`config.mk`:
```
export PLATFORM = sky130hd
export DESIGN_NAME = pwm_pin_gate
export DESIGN_NICKNAME = d
export VERILOG_FILES = /design/src/rtl/pwm_gate_pkg.sv /design/src/rtl/pwm_gate_regs.sv /design/src/rtl/pwm_gate_fault.sv /design/src/rtl/pwm_gate_drive.sv /design/src/rtl/pwm_gate_sync.sv /design/src/rtl/pwm_pin_gate.sv
export SDC_FILE = /design/constraint.sdc
export NUM_CORES = 1
export LEC_CHECK = 0
export ABC_AREA = 1
export ABC_CLOCK_PERIOD_IN_PS = 800
export BUFFER_PORTS_ARGS = -buffer_cell sky130_fd_sc_hd__buf_2
export CAP_MARGIN = 20
export CORE_MARGIN = 4
export CORE_UTILIZATION = 43
export CTS_BUF_LIST = sky130_fd_sc_hd__clkbuf_4 sky130_fd_sc_hd__clkbuf_8 sky130_fd_sc_hd__clkbuf_16
export DETAILED_ROUTE_END_ITERATION = 8
export GPL_TIMING_DRIVEN = 0
export PLACE_DENSITY = 0.85
export SLEW_MARGIN = 15
export SYNTH_ARGS = -nofsm -noshare
export SYNTH_HDL_FRONTEND = slang
export SYNTH_SLANG_ARGS = --single-unit
```
`constraint.sdc`:
```
create_clock -name clk -period 0.8 [get_ports clk]
set_input_delay 0.16 -clock clk [delete_from_list [all_inputs] [get_ports clk]]
set_output_delay 0.16 -clock clk [all_outputs]
set_load 0.01 [all_outputs]
```
`src/rtl/pwm_gate_pkg.sv`:
```
package pwm_gate_pkg;
  localparam int REG_W = 8;

  function automatic int hi_pos(input int ch);
    return 2 * ch;
  endfunction

  function automatic int lo_pos(input int ch);
    return 2 * ch + 1;
  endfunction
endpackage

```
`src/rtl/pwm_gate_regs.sv`:
```
module pwm_gate_regs #(
  parameter int REG_W = 8,
  parameter int OVR_W = 6
) (
  input  logic             clk,
  input  logic             rst,
  input  logic             wr_en,
  input  logic [REG_W-1:0] wr_data,
  output logic [OVR_W-1:0] ovr_q
);
  logic unused_rsvd;
  assign unused_rsvd = ^wr_data[REG_W-1:OVR_W];

  always_ff @(posedge clk) begin
    if (rst)
      ovr_q <= '0;
    else if (wr_en)
      ovr_q <= wr_data[OVR_W-1:0];
  end
endmodule

```
`src/rtl/pwm_gate_fault.sv`:
```
module pwm_gate_fault (
  input  logic clk,
  input  logic rst,
  input  logic fault_in,
  input  logic flt_clr,
  output logic flt_q,
  output logic force_off
);
  always_ff @(posedge clk) begin
    if (rst)
      flt_q <= 1'b0;
    else if (fault_in)
      flt_q <= 1'b1;
    else if (flt_clr)
      flt_q <= 1'b0;
  end

  assign force_off = fault_in | flt_q;
endmodule

```
`src/rtl/pwm_gate_drive.sv`:
```
module pwm_gate_drive
  import pwm_gate_pkg::*;
#(
  parameter int   NCH    = 3,
  parameter logic HI_OFF = 1'b0,
  parameter logic LO_OFF = 1'b0,
  localparam int  OVR_W  = 2 * NCH
) (
  input  logic             clk,
  input  logic             rst,
  input  logic [NCH-1:0]   pwm_hi,
  input  logic [NCH-1:0]   pwm_lo,
  input  logic             force_off,
  input  logic             ovr_act,
  input  logic [OVR_W-1:0] ovr_mask,
  output logic [NCH-1:0]   pin_hi,
  output logic [NCH-1:0]   pin_lo,
  output logic             hold_req
);
  localparam logic [NCH-1:0] HI_OFF_V = {NCH{HI_OFF}};
  localparam logic [NCH-1:0] LO_OFF_V = {NCH{LO_OFF}};
  localparam logic [NCH-1:0] HI_ON_V  = {NCH{~HI_OFF}};
  localparam logic [NCH-1:0] LO_ON_V  = {NCH{~LO_OFF}};

  logic [NCH-1:0] hi_nx, lo_nx;
  logic           hold_nx;

  for (genvar ch = 0; ch < NCH; ch++) begin : g_ch
    logic kill_hi, kill_lo;
    assign kill_hi   = force_off | (ovr_act & ovr_mask[hi_pos(ch)]);
    assign kill_lo   = force_off | (ovr_act & ovr_mask[lo_pos(ch)]);
    assign hi_nx[ch] = kill_hi ? HI_OFF : pwm_hi[ch];
    assign lo_nx[ch] = kill_lo ? LO_OFF : pwm_lo[ch];
  end

  assign hold_nx = (hi_nx == HI_ON_V) | (lo_nx == LO_ON_V);

  always_ff @(posedge clk) begin
    if (rst) begin
      pin_hi   <= HI_OFF_V;
      pin_lo   <= LO_OFF_V;
      hold_req <= 1'b0;
    end else begin
      pin_hi   <= hi_nx;
      pin_lo   <= lo_nx;
      hold_req <= hold_nx;
    end
  end
endmodule

```
`src/rtl/pwm_gate_sync.sv`:
```
module pwm_gate_sync
  import pwm_gate_pkg::*;
#(
  parameter int  NCH    = 3,
  parameter int  REG_W  = 8,
  parameter int  STAGES = 2,
  localparam int OVR_W  = 2 * NCH
) (
  input  logic             clk,
  input  logic             rst,
  input  logic [NCH-1:0]   pin_hi,
  input  logic [NCH-1:0]   pin_lo,
  input  logic             rd_en,
  output logic [REG_W-1:0] rd_data
);
  logic [OVR_W-1:0] pin_vec;
  logic [OVR_W-1:0] stg [STAGES];

  for (genvar ch = 0; ch < NCH; ch++) begin : g_pack
    assign pin_vec[hi_pos(ch)] = pin_hi[ch];
    assign pin_vec[lo_pos(ch)] = pin_lo[ch];
  end

  for (genvar s = 0; s < STAGES; s++) begin : g_stg
    always_ff @(posedge clk) begin
      if (rst)
        stg[s] <= '0;
      else if (s == 0)
        stg[s] <= pin_vec;
      else
        stg[s] <= stg[(s == 0) ? 0 : s-1];
    end
  end

  always_ff @(posedge clk) begin
    if (rst)
      rd_data <= '0;
    else if (rd_en)
      rd_data <= {{(REG_W-OVR_W){1'b0}}, stg[STAGES-1]};
  end
endmodule

```
`src/rtl/pwm_pin_gate.sv`:
```
module pwm_pin_gate
  import pwm_gate_pkg::*;
#(
  parameter int   NCH    = 3,
  parameter logic HI_OFF = 1'b0,
  parameter logic LO_OFF = 1'b0,
  parameter int   SYNC_N = 2
) (
  input  logic             clk,
  input  logic             rst,
  input  logic             ovr_en,
  input  logic             wr_en,
  input  logic [REG_W-1:0] wr_data,
  input  logic             rd_en,
  output logic [REG_W-1:0] rd_data,
  input  logic             fault_in,
  input  logic             flt_clr,
  input  logic [NCH-1:0]   pwm_hi,
  input  logic [NCH-1:0]   pwm_lo,
  output logic [NCH-1:0]   pin_hi,
  output logic [NCH-1:0]   pin_lo,
  output logic             hold_req
);
  localparam int OVR_W = 2 * NCH;

  logic [OVR_W-1:0] ovr_q;
  logic             flt_q;
  logic             force_off;

  pwm_gate_regs #(.REG_W(REG_W), .OVR_W(OVR_W)) u_regs (
    .clk(clk), .rst(rst), .wr_en(wr_en), .wr_data(wr_data), .ovr_q(ovr_q)
  );

  pwm_gate_fault u_fault (
    .clk(clk), .rst(rst), .fault_in(fault_in), .flt_clr(flt_clr),
    .flt_q(flt_q), .force_off(force_off)
  );

  pwm_gate_drive #(.NCH(NCH), .HI_OFF(HI_OFF), .LO_OFF(LO_OFF)) u_drive (
    .clk(clk), .rst(rst), .pwm_hi(pwm_hi), .pwm_lo(pwm_lo),
    .force_off(force_off), .ovr_act(ovr_en), .ovr_mask(ovr_q),
    .pin_hi(pin_hi), .pin_lo(pin_lo), .hold_req(hold_req)
  );

  pwm_gate_sync #(.NCH(NCH), .REG_W(REG_W), .STAGES(SYNC_N)) u_sync (
    .clk(clk), .rst(rst), .pin_hi(pin_hi), .pin_lo(pin_lo),
    .rd_en(rd_en), .rd_data(rd_data)
  );
endmodule

```
==> results.toml <==
[worst_setup_path]
worstSetupStartpointType = "flip-flop"
path_cells = "buf_6"
cp_max_fo = 2
cpPeakStageDelay_ns = 0.34
crit_required_ns = 0.64
path_class = "reg2out"
critPathArrivalTime_ns = 0.78
crit_path_end_kind = "output port"
critical-path-top-delay-family = "flip-flops"
critPathBufInv = 1
crit_path_top_delay_cell = "dfxtp_2"

[global_routing]
grt_max_degree = 11
grt-ovfl-total = 0
grt_pass1_vias = 875
antenna_found_initial = 0
groute.usage.overall_pct = 13.98
grt_pass1_wl_mm = 3.456

[sta]
hold_viol_final = 0
min_period_ns = 0.9377
fin_skew_ns = 0.003158
tns_ns = -1.668
finalMaxSlewViolations = 0
max_freq_ghz = 1.066
setup_violations = 15
final.setup.worst_slack_ns = -0.1377
period_share_pct = 117.2
rsz0062_at_grt = "true"

[die]
dieArea_um2 = 3319
core-area_um2 = 2276
start_util_pct = 46.51
rows = 17
die_x_um = 57.62
ioPinCount = 36
die_height_um = 57.62

[place]
placed_cells = 187
dp_slack_ns = -0.03736
gp_congestion = 0.7763
place.detailed.hpwl_mm = 1.459
place.port_buffers = 31

[synthesis]
synth_cell_types = 17
avgSynthCellArea_um2 = 8.335
ys_ff_latch = 32
syn-cell-area_um2 = 1059
yosys_warnings = 0
synth_cells = 127
seq_area_frac_synth_pct = 60.52

[clock_network]
cts_sinks = 32
cts-buffers-inserted = 5
htree_levels = 2
clock_latency_ns = 0.32
clk_pin_slew_ns = 0.09
clockBufferDepth = 2
cts-root-buf = "clkbuf_4"
cts_tree = "built"

[run_status]
failed_checks = "negative setup slack"
outcome = "finished, violations left"

[drt]
postRouteAntennaNets = 0
drt_pass1_iterations = 4
vias = 896
drt_iter0_drc = 17
wl_per_cell_um = 10.33
vias_per_cell = 4.503
drc = 0
wl_mm = 2.056

[flow_run]
maxCapViolCount = 0

[min_path]
min_path_type = "in2reg"

[finish]
fin_cells = 199
area_growth_pct = 38.42
fill_cells = 211
nets = 191
drive_above_1_share_pct = 39.18
antenna_cells = 0
fin_util_pct = 64.38

[pwr]
powerDensity_nw_per_um2 = 2043
ir_drop_v = 0.001314
p_leak_nw = 0.6980
## cell type report
cell class	instances	area (µm²)	share of cell area, %
Buffer	4	31.28	2.135
Clock buffer	8	66.31	4.526
Inverter	17	63.81	4.355
Multi-Input combinational cell	75	341.6	23.31
Sequential cell	32	658.1	44.92
Tap cell	28	35.03	2.391
Timing Repair Buffer	35	269.0	18.36
## state kept, by name (all words and copies together) (netlist names)
signal	count
u_drive.hold_req	1
u_drive.pin_hi	3
u_drive.pin_lo	3
u_fault.flt_q	1
u_regs.ovr_q	6
u_sync.rd_data	6
u_sync.stg	12
## cell usage in the layout, fill, tap and decap left out, drive strengths merged
cell type	netlist	final
o21ai	12	12
nor2	44	44
clkbuf	0	8
a21boi	1	1
dlygate4sd3	0	1
nand2	12	12
dfxtp	32	32
nand3	2	2
and2	1	1
buf	4	38
a211oi	1	1
inv	17	17
conb	1	2
## final timing paths
check / startpoint / endpoint / slack, ns / depth (start not counted)
worst min register to register: u_sync.stg[0][4] / u_sync.stg[1][4] / 0.41 / 2
worst max register to register: u_fault.flt_q / u_drive.hold_req / -0.03 / 5
worst max-delay path: u_drive.pin_lo[1] / pin_lo[1] / -0.14 / 1
worst min-delay path: wr_data[3] / u_regs.ovr_q[3] / 0.06 / 3
## synth_stat cells
master	n	area, µm²
o21ai_0	12	60.06
a21boi_0	1	7.510
nand2_4	1	11.26
nand2_1	11	41.29
dfxtp_1	32	640.6
nand3_1	2	10.01
nor2_4	1	11.26
and2_1	1	6.260
buf_4	2	15.01
buf_6	1	11.26
a211oi_1	1	7.510
buf_2	1	5.000
conb_1	1	3.750
inv_1	15	56.30
inv_2	2	7.510
nor2_1	42	157.7
nor2_2	1	6.260
## logic make-up (layout without fill, tap and decap cells)
logic type | count (synthesis) | count (layout) | share of synthesized area [%]
AO/OA/AOI/OAI | 14 | 14 | 7.093
flip-flops | 32 | 32 | 60.52
buffers and inverters | 21 | 64 | 8.982
other | 1 | 2 | 0.3543
AND/OR/NAND/NOR | 59 | 59 | 23.05
## layer usage
| layer | share of wire (%) | vias to the layer above | GRT usage [%] |
|---|---|---|---|
| met5 | 0 | - | 0 |
| met1 | 38 | 399 | 13.76 |
| met4 | 2.0 | 0 | 7.947 |
| met3 | 8.4 | 5 | 6.013 |
| met2 | 51 | 31 | 24.35 |
| li1 | - | 461 | - |
## repair_timing
action,4_1_cts,5_1_grt
buffers inserted,2,1
hold endpoints to repair,1,0
endpoints found under the setup margin,15,16
resized for setup,27,3
pin swaps,2,1
hold buffers,1,0
## stage by stage
step	hold WS (ns)	power (W)	instance area, µm²
2_1_floorplan	0.2312	0.001861	1062
3_3_place_gp	0.3523	0.001962	1252
3_5_place_dp	0.3556	0.001977	1252
4_1_cts	0.04549	0.003019	1445
5_1_grt	0.03643	0.003161	1465
6_report	0.05787	0.002993	1465
## power breakdown
part	total, W	internal [W]	switching (W)
sequential	0.00170	0.00166	0.0000355
combinational	0.000307	0.000153	0.000154
clock	0.000988	0.000501	0.000487
total	0.00299	0.00232	0.000677
## tightest hold or removal path, delay by kind of cell
| family | cells | cell delay [ns] |
|---|---|---|
| buffers and inverters | 1 | 0.08 |
| and+or+nand+nor | 2 | 0.11 |
No activity file was read; power rests on OpenSTA's default activity.
